$ cat src/rtl/spi_cmd_pkg.sv
package spi_cmd_pkg;

    localparam int BYTE_W = 8;
    localparam int OFS_W  = 3;
    localparam int CNT_W  = 4;

    localparam logic [3:0] START_KEY = 4'h5;

    localparam logic [OFS_W-1:0] OFS_CTL   = 3'd0;
    localparam logic [OFS_W-1:0] OFS_OP    = 3'd1;
    localparam logic [OFS_W-1:0] OFS_A_LO  = 3'd2;
    localparam logic [OFS_W-1:0] OFS_A_MID = 3'd3;
    localparam logic [OFS_W-1:0] OFS_A_HI  = 3'd4;
    localparam logic [OFS_W-1:0] OFS_RX0   = 3'd5;
    localparam logic [OFS_W-1:0] OFS_RX1   = 3'd6;
    localparam logic [OFS_W-1:0] OFS_DAT   = 3'd7;

    typedef enum logic [2:0] {
        ST_IDLE,
        ST_LEAD,
        ST_HIGH,
        ST_LOW,
        ST_TRAIL,
        ST_GAP
    } seq_state_t;

    // outgoing byte count for a 2-bit length code
    function automatic logic [CNT_W-1:0] wr_bytes(input logic [1:0] enc);
        unique case (enc)
            2'd0: wr_bytes = CNT_W'(1);
            2'd1: wr_bytes = CNT_W'(2);
            2'd2: wr_bytes = CNT_W'(4);
            default: wr_bytes = CNT_W'(5);
        endcase
    endfunction

    // byte placed on the wire at position idx of the frame
    function automatic logic [BYTE_W-1:0] tx_pick(
        input logic [CNT_W-1:0]  idx,
        input logic [1:0]        enc,
        input logic [BYTE_W-1:0] op,
        input logic [BYTE_W-1:0] a_hi,
        input logic [BYTE_W-1:0] a_mid,
        input logic [BYTE_W-1:0] a_lo,
        input logic [BYTE_W-1:0] dat
    );
        tx_pick = '0;
        if (idx == 0)
            tx_pick = op;
        else if (enc[1] && idx == CNT_W'(1))
            tx_pick = a_hi;
        else if (enc[1] && idx == CNT_W'(2))
            tx_pick = a_mid;
        else if (enc[1] && idx == CNT_W'(3))
            tx_pick = a_lo;
        else if (enc == 2'd1 && idx == CNT_W'(1))
            tx_pick = dat;
        else if (enc == 2'd3 && idx == CNT_W'(4))
            tx_pick = dat;
    endfunction

endpackage

$ cat src/rtl/spi_cmd_tick.sv
module spi_cmd_tick #(
    parameter int HALF_DIV = 2
) (
    input  logic clk,
    input  logic rst_n,
    input  logic run,
    output logic tick
);
    localparam int CW = (HALF_DIV > 1) ? $clog2(HALF_DIV) : 1;
    localparam logic [CW-1:0] TOP = CW'(HALF_DIV - 1);

    logic [CW-1:0] cnt;

    always_ff @(posedge clk or negedge rst_n) begin
        if (!rst_n)
            cnt <= '0;
        else if (!run || cnt == TOP)
            cnt <= '0;
        else
            cnt <= cnt + 1'b1;
    end

    assign tick = run && (cnt == TOP);

endmodule

$ cat src/rtl/spi_cmd_regfile.sv
module spi_cmd_regfile
    import spi_cmd_pkg::*;
(
    input  logic              clk,
    input  logic              rst_n,
    input  logic              host_we,
    input  logic [OFS_W-1:0]  host_addr,
    input  logic [BYTE_W-1:0] host_din,
    input  logic              busy,
    input  logic              rx_we,
    input  logic [1:0]        rx_slot,
    input  logic [BYTE_W-1:0] rx_byte,
    input  logic [OFS_W-1:0]  rd_addr,
    output logic [BYTE_W-1:0] rd_data,
    output logic [BYTE_W-1:0] op_q,
    output logic [BYTE_W-1:0] a_hi_q,
    output logic [BYTE_W-1:0] a_mid_q,
    output logic [BYTE_W-1:0] a_lo_q,
    output logic [BYTE_W-1:0] dat_q
);
    localparam int NREG = 1 << OFS_W;

    logic [BYTE_W-1:0] q [1:NREG-1];
    logic host_ok;

    assign host_ok = host_we && !busy;

    for (genvar k = 1; k < NREG; k++) begin : g_reg
        if (k == int'(OFS_RX0) || k == int'(OFS_RX1)) begin : g_rx_only
            always_ff @(posedge clk or negedge rst_n) begin
                if (!rst_n)
                    q[k] <= '0;
                else if (rx_we && rx_slot == 2'(k - int'(OFS_RX0)))
                    q[k] <= rx_byte;
            end
        end else if (k == int'(OFS_DAT)) begin : g_shared
            always_ff @(posedge clk or negedge rst_n) begin
                if (!rst_n)
                    q[k] <= '0;
                else if (rx_we && rx_slot == 2'd2)
                    q[k] <= rx_byte;
                else if (host_ok && host_addr == OFS_W'(k))
                    q[k] <= host_din;
            end
        end else begin : g_host_only
            always_ff @(posedge clk or negedge rst_n) begin
                if (!rst_n)
                    q[k] <= '0;
                else if (host_ok && host_addr == OFS_W'(k))
                    q[k] <= host_din;
            end
        end
    end

    always_comb begin
        unique case (rd_addr)
            OFS_CTL:   rd_data = {busy, {(BYTE_W-1){1'b0}}};
            OFS_OP:    rd_data = q[1];
            OFS_A_LO:  rd_data = q[2];
            OFS_A_MID: rd_data = q[3];
            OFS_A_HI:  rd_data = q[4];
            OFS_RX0:   rd_data = q[5];
            OFS_RX1:   rd_data = q[6];
            default:   rd_data = q[7];
        endcase
    end

    assign op_q    = q[int'(OFS_OP)];
    assign a_hi_q  = q[int'(OFS_A_HI)];
    assign a_mid_q = q[int'(OFS_A_MID)];
    assign a_lo_q  = q[int'(OFS_A_LO)];
    assign dat_q   = q[int'(OFS_DAT)];

endmodule

$ cat src/rtl/spi_cmd_seq.sv
module spi_cmd_seq
    import spi_cmd_pkg::*;
(
    input  logic              clk,
    input  logic              rst_n,
    input  logic              tick,
    input  logic              ctl_we,
    input  logic [BYTE_W-1:0] ctl_din,
    input  logic              miso,
    input  logic [BYTE_W-1:0] op,
    input  logic [BYTE_W-1:0] a_hi,
    input  logic [BYTE_W-1:0] a_mid,
    input  logic [BYTE_W-1:0] a_lo,
    input  logic [BYTE_W-1:0] dat,
    output logic              busy,
    output logic              sck,
    output logic              cs_n,
    output logic              mosi,
    output logic              rx_we,
    output logic [1:0]        rx_slot,
    output logic [BYTE_W-1:0] rx_byte
);
    localparam int BIT_W = $clog2(BYTE_W);

    seq_state_t state, state_nx;

    logic [1:0]        wenc_q;
    logic [1:0]        rcnt_q;
    logic [CNT_W-1:0]  byte_idx;
    logic [BIT_W-1:0]  bit_idx;
    logic [BYTE_W-1:0] tx_sh;
    logic [BYTE_W-1:0] rx_sh;
    logic              gap_half;

    logic [CNT_W-1:0]  nw;
    logic [CNT_W-1:0]  last_idx;
    logic              start;
    logic              byte_end;
    logic              frame_end;

    assign nw        = wr_bytes(wenc_q);
    assign last_idx  = nw + CNT_W'(rcnt_q) - 1'b1;
    assign start     = ctl_we && (state == ST_IDLE) && (ctl_din[7:4] == START_KEY);
    assign byte_end  = (bit_idx == '0);
    assign frame_end = byte_end && (byte_idx == last_idx);

    // state register
    always_ff @(posedge clk or negedge rst_n) begin
        if (!rst_n)
            state <= ST_IDLE;
        else
            state <= state_nx;
    end

    // next state
    always_comb begin
        state_nx = state;
        unique case (state)
            ST_IDLE:  if (start) state_nx = ST_LEAD;
            ST_LEAD:  if (tick)  state_nx = ST_HIGH;
            ST_HIGH:  if (tick)  state_nx = frame_end ? ST_TRAIL : ST_LOW;
            ST_LOW:   if (tick)  state_nx = ST_HIGH;
            ST_TRAIL: if (tick)  state_nx = ST_GAP;
            ST_GAP:   if (tick && gap_half) state_nx = ST_IDLE;
            default:  state_nx = ST_IDLE;
        endcase
    end

    // shift datapath
    always_ff @(posedge clk or negedge rst_n) begin
        if (!rst_n) begin
            wenc_q   <= '0;
            rcnt_q   <= '0;
            byte_idx <= '0;
            bit_idx  <= '0;
            tx_sh    <= '0;
            rx_sh    <= '0;
            gap_half <= 1'b0;
        end else if (start) begin
            wenc_q   <= ctl_din[1:0];
            rcnt_q   <= ctl_din[3:2];
            byte_idx <= '0;
            bit_idx  <= BIT_W'(BYTE_W - 1);
            tx_sh    <= op;
            rx_sh    <= '0;
            gap_half <= 1'b0;
        end else if (tick) begin
            unique case (state)
                ST_LEAD, ST_LOW: rx_sh <= {rx_sh[BYTE_W-2:0], miso};
                ST_HIGH: begin
                    if (!byte_end) begin
                        bit_idx <= bit_idx - 1'b1;
                        tx_sh   <= {tx_sh[BYTE_W-2:0], 1'b0};
                    end else if (!frame_end) begin
                        byte_idx <= byte_idx + 1'b1;
                        bit_idx  <= BIT_W'(BYTE_W - 1);
                        tx_sh    <= tx_pick(byte_idx + 1'b1, wenc_q, op, a_hi, a_mid, a_lo, dat);
                    end
                end
                ST_GAP:  gap_half <= 1'b1;
                default: ;
            endcase
        end
    end

    // outputs
    always_comb begin
        busy    = (state != ST_IDLE);
        sck     = (state == ST_HIGH);
        cs_n    = !((state == ST_LEAD) || (state == ST_HIGH) ||
                    (state == ST_LOW)  || (state == ST_TRAIL));
        mosi    = cs_n ? 1'b0 : tx_sh[BYTE_W-1];
        rx_we   = (state == ST_HIGH) && tick && byte_end && (byte_idx >= nw);
        rx_slot = 2'(byte_idx - nw);
        rx_byte = rx_sh;
    end

endmodule

$ cat src/rtl/spi_cmd_engine.sv
module spi_cmd_engine
    import spi_cmd_pkg::*;
#(
    parameter int HALF_DIV = 2
) (
    input  logic              clk,
    input  logic              rst_n,
    input  logic              wr_en,
    input  logic [OFS_W-1:0]  wr_addr,
    input  logic [BYTE_W-1:0] wr_data,
    input  logic [OFS_W-1:0]  rd_addr,
    output logic [BYTE_W-1:0] rd_data,
    output logic              spi_cs_n,
    output logic              spi_sck,
    output logic              spi_mosi,
    input  logic              spi_miso
);
    logic              busy_w;
    logic              tick_w;
    logic              rx_we_w;
    logic [1:0]        rx_slot_w;
    logic [BYTE_W-1:0] rx_byte_w;
    logic [BYTE_W-1:0] opcode_w, a_hi_w, a_mid_w, a_lo_w, dat_w;
    logic              ctl_we_w;

    assign ctl_we_w = wr_en && (wr_addr == OFS_CTL);

    spi_cmd_tick #(.HALF_DIV(HALF_DIV)) u_tick (
        .clk  (clk),
        .rst_n(rst_n),
        .run  (busy_w),
        .tick (tick_w)
    );

    spi_cmd_regfile u_regs (
        .clk      (clk),
        .rst_n    (rst_n),
        .host_we  (wr_en),
        .host_addr(wr_addr),
        .host_din (wr_data),
        .busy     (busy_w),
        .rx_we    (rx_we_w),
        .rx_slot  (rx_slot_w),
        .rx_byte  (rx_byte_w),
        .rd_addr  (rd_addr),
        .rd_data  (rd_data),
        .op_q     (opcode_w),
        .a_hi_q   (a_hi_w),
        .a_mid_q  (a_mid_w),
        .a_lo_q   (a_lo_w),
        .dat_q    (dat_w)
    );

    spi_cmd_seq u_seq (
        .clk    (clk),
        .rst_n  (rst_n),
        .tick   (tick_w),
        .ctl_we (ctl_we_w),
        .ctl_din(wr_data),
        .miso   (spi_miso),
        .op     (opcode_w),
        .a_hi   (a_hi_w),
        .a_mid  (a_mid_w),
        .a_lo   (a_lo_w),
        .dat    (dat_w),
        .busy   (busy_w),
        .sck    (spi_sck),
        .cs_n   (spi_cs_n),
        .mosi   (spi_mosi),
        .rx_we  (rx_we_w),
        .rx_slot(rx_slot_w),
        .rx_byte(rx_byte_w)
    );

endmodule

$ cat config.mk
export PLATFORM = sky130hd
export DESIGN_NAME = spi_cmd_engine
export DESIGN_NICKNAME = d
export VERILOG_FILES = /design/src/rtl/spi_cmd_pkg.sv /design/src/rtl/spi_cmd_tick.sv /design/src/rtl/spi_cmd_regfile.sv /design/src/rtl/spi_cmd_seq.sv /design/src/rtl/spi_cmd_engine.sv
export SDC_FILE = /design/constraint.sdc
export NUM_CORES = 1
export LEC_CHECK = 0
export ABC_CLOCK_PERIOD_IN_PS = 2800
export CORE_MARGIN = 8
export CORE_UTILIZATION = 40
export CTS_CLUSTER_DIAMETER = 40
export DETAILED_ROUTE_END_ITERATION = 10
export DONT_BUFFER_PORTS = 1
export PLACE_DENSITY = 0.56
export SYNTH_ARGS = -nofsm -noshare
export SYNTH_HDL_FRONTEND = slang
export SYNTH_HIERARCHICAL = 1
export SYNTH_SLANG_ARGS = --single-unit
$ cat constraint.sdc
create_clock -name clk -period 2.8 [get_ports clk]
set_input_delay 0.42 -clock clk [delete_from_list [all_inputs] [get_ports clk]]
set_output_delay 0.42 -clock clk [all_outputs]
set_load 0.03 [all_outputs]
==> results.sh <==
export IMPL_status="finished, violations left"
export IMPL_violations="hold timing"
export IMPL_area_delta_synth_final_pct=8.651
export IMPL_clock_skew_ps=5.781
export IMPL_cts_sinks=88
export IMPL_wl_met1_um=6531
export IMPL_crit_path_max_incr_delay_ps=470
export IMPL_hold_viol_final=16
export IMPL_crit_required_ps=3030
export IMPL_grt_max_degree=89
export IMPL_worst_path_most_repeated_cell="inv_2"
export IMPL_cts_tree="done"
export IMPL_wl_um=14100
export IMPL_clock_latency_ps=350
export IMPL_antenna_found_initial=0
export IMPL_maxCapViolCount=0
export IMPL_vias_per_cell=5.627
export IMPL_setup_viol=0
export IMPL_max_freq_mhz=358.7
export IMPL_routed_wl_met3_um=682
export IMPL_die_height_um=135.5
export IMPL_final_util_pct=44.55
export IMPL_dr_wl_met2_um=6716
export IMPL_ioPinCount=29
export IMPL_seq_area_frac_synth_pct=38.55
export IMPL_critPathKind="reg -> reg"
export IMPL_p_total_mw=5.694
export IMPL_place_area_um2=5752
export IMPL_final_antenna_net_count=0
export IMPL_cts_buffers=9
export IMPL_multiInputGateArea_um2=3060
export IMPL_crit_buf_inv=4
export IMPL_num_rows=43
export IMPL_fin_area_um2=6207
export IMPL_place_worst_setup_slack_ps=-220.8
export IMPL_path_delay_family="adder cells"
export IMPL_dp_cells=700
export IMPL_htree_levels=3
export IMPL_port_buffers=0
export IMPL_crit_chain="inv_2, ha_4, inv_2, ha_4, inv_2, ha_4, inv_2, fa_2, xnor2_4, nor4_4, a21o_1, o21ai_2, a211o_1"
export IMPL_critPathLaunchType="register"
export IMPL_initial_core_util_pct=41.00
export IMPL_clockBufferDepth=2
export IMPL_place_congestion=0.8720
export IMPL_finalSetupTns_ps=0
export IMPL_dp_hpwl_um=10170
export IMPL_drive_gt1_share_pct=28.41
export IMPL_netlist_instances=555
export IMPL_fillCellCount=1312
export IMPL_avgSynthCellArea_um2=10.29
export IMPL_crit_fanout=4
export IMPL_pwr_density_cell_nw_per_um2=917.4
export IMPL_register_area_um2=2203
export IMPL_drt_iter0_drc=240
export IMPL_worst_pin_slew_ps=621.2
export IMPL_nets=574
export IMPL_synth_nets=592
export IMPL_overflow=0
export IMPL_crit_slowest_cell="fa_2"
export IMPL_async_reset_ff_share_pct=100.0
export IMPL_synth_warning_count=6
export IMPL_fin_crit_ps=2788
export IMPL_hold_worst_slack_ps=-38.85
export IMPL_grt_pass1_wl_um=22720
export IMPL_slew_violations=0
export IMPL_clkTransAtPathRegs_ps=60
export IMPL_final_cells=722
export IMPL_ir_drop_uv=553.7
export IMPL_rsz0062_at_grt="yes"
export IMPL_arrival_ps=3020
export IMPL_drt_pass1_iter_count=4
export IMPL_insertedDiodeCount=0
export IMPL_end_kind="register"
export IMPL_root_buffer="clkbuf_16"
export IMPL_synthFlopType="dfrtp_1"
export IMPL_yosysUniqueCellTypes=66
export IMPL_ys_ff_latch=88
export IMPL_wl_per_cell_um=19.52
export IMPL_track_usage_pct=15.83
export IMPL_synth_edff_count=0
export IMPL_dieWidth_um=135.5
export IMPL_min_path_type="in -> async"
export IMPL_dieArea_um2=18360
export IMPL_leakage_nw=2.700
export IMPL_final_setup_worst_slack_ps=12.21
export IMPL_period_share_pct=99.56
export IMPL_drc_errors=0
export IMPL_syn_area_um2=5713
export IMPL_maxUsedRoutingLayer="met4"
export IMPL_vias=4063
export IMPL_grt_pass1_vias=4042
export IMPL_core_um2=13930
export IMPL_relSlewSlack_pct=58.59
## state kept, by name, indices dropped and copies added (netlist names)
| name | count |
|---|---|
| u_regs/a_hi_q | 8 |
| u_regs/a_lo_q | 8 |
| u_regs/a_mid_q | 8 |
| u_regs/dat_q | 8 |
| u_regs/op_q | 8 |
| u_regs/q | 16 |
| u_seq/bit_idx | 3 |
| u_seq/byte_idx | 4 |
| u_seq/gap_half | 1 |
| u_seq/rcnt_q | 2 |
| u_seq/rx_byte | 8 |
| u_seq/state | 3 |
| u_seq/tx_sh | 8 |
| u_seq/wenc_q | 2 |
| u_tick/cnt | 1 |
## cell families (layout without fill, tap and decap cells)
| logic type | Yosys count | after routing | share of synthesized area, % |
|---|---|---|---|
| and+or+nand+nor | 134 | 134 | 12.97 |
| AOI/OAI and AO/OA | 128 | 128 | 15.99 |
| adders and majority gates | 19 | 19 | 4.424 |
| buffers and inverters | 96 | 83 | 10.03 |
| xor gates and xnor gates | 9 | 9 | 1.905 |
| DFF | 88 | 88 | 38.55 |
| muxes | 81 | 81 | 16.14 |
## where the power goes
part	leakage, nW	switching (mW)	total, mW	internal, mW
combinational	1.53	1.14	2.28	1.14
sequential	1.04	0.515	2.25	1.74
clock	0.132	0.512	1.17	0.654
## cell usage in the layout, fill, tap and decap left out, drive strengths merged, types with 3 or more instances in the layout
master	count
inv	29
a21oi	36
nand3	16
o221ai	8
mux2	55
nor3	8
o21ai	12
clkbuf	13
ha	17
nor3b	3
nor2	34
a211o	3
a311oi	4
o211ai	16
nor2b	4
and2	7
nand3b	8
nand2b	5
and3	5
xnor2	8
o21a	9
a22o	7
dfrtp	88
nand2	33
buf	39
a221oi	10
a211oi	8
mux2i	25
a31oi	5
## path summary, 6_finish.rpt
path / cells past startpoint / start / to / slack [ps]
setup / recovery: 13 / u_seq/wenc_q[1] / u_seq/tx_sh[0] / 10
hold / removal: 1 / rst_n / u_seq/byte_idx[2] / -40
setup reg to reg: 13 / u_seq/wenc_q[1] / u_seq/tx_sh[0] / 10
hold reg to reg: 1 / u_regs/q[13] / u_regs/q[13] / 510
max in group asynchronous: 1 / rst_n / u_seq/wenc_q[1] / 2440
min in group clk: 2 / wr_data[3] / u_seq/rcnt_q[1] / 190
## metal layers
layer,vias to the layer above,global-route usage (%)
li1,1927,-
met1,2033,20.45
met2,89,25.20
met3,14,4.636
met4,0,4.442
met5,-,0
## area by class of cell
type	count	share of cell area, %
clock inverter	3	0.3830
inverter	28	1.693
multi-input combinational	371	49.30
timing repair buffer	39	5.301
sequential	88	35.50
tap	180	3.628
clock buffer	13	4.193
## cells in the mapped netlist (all sizes together) (2+ instances only)
cell | number | share of area (%)
a211oi | 8 | 1.1
clkbuf | 11 | 0.72
o21ai | 12 | 1.1
nor3b | 3 | 0.57
and2 | 7 | 0.79
o21a | 9 | 1.2
o221ai | 8 | 1.2
a22o | 7 | 1.1
nor2 | 34 | 2.3
a221oi | 10 | 1.5
fa | 2 | 0.70
o211ai | 16 | 2.1
and3 | 5 | 0.55
nand2b | 5 | 0.55
nand3 | 16 | 1.5
nand2 | 33 | 2.2
a31oi | 5 | 0.66
nor3 | 8 | 0.79
xnor2 | 8 | 1.8
mux2 | 55 | 11
nor2b | 4 | 0.44
buf | 57 | 7.5
a21oi | 36 | 3.2
nand3b | 8 | 1.4
nor4b | 2 | 0.53
mux2i | 25 | 4.4
dfrtp | 88 | 39
inv | 28 | 1.8
ha | 17 | 3.7
a311oi | 4 | 0.61
a211o | 3 | 0.46
nand4 | 2 | 0.22
## what timing repair did
action	in CTS	in global routing
cloned	0	0
pin swaps	8	8
endpoints found under the setup margin	24	25
hold endpoints to repair	88	0
buffers inserted	4	1
hold buffers	1	0
gates resized for setup	8	11
No activity file was read; power rests on OpenSTA's default activity.
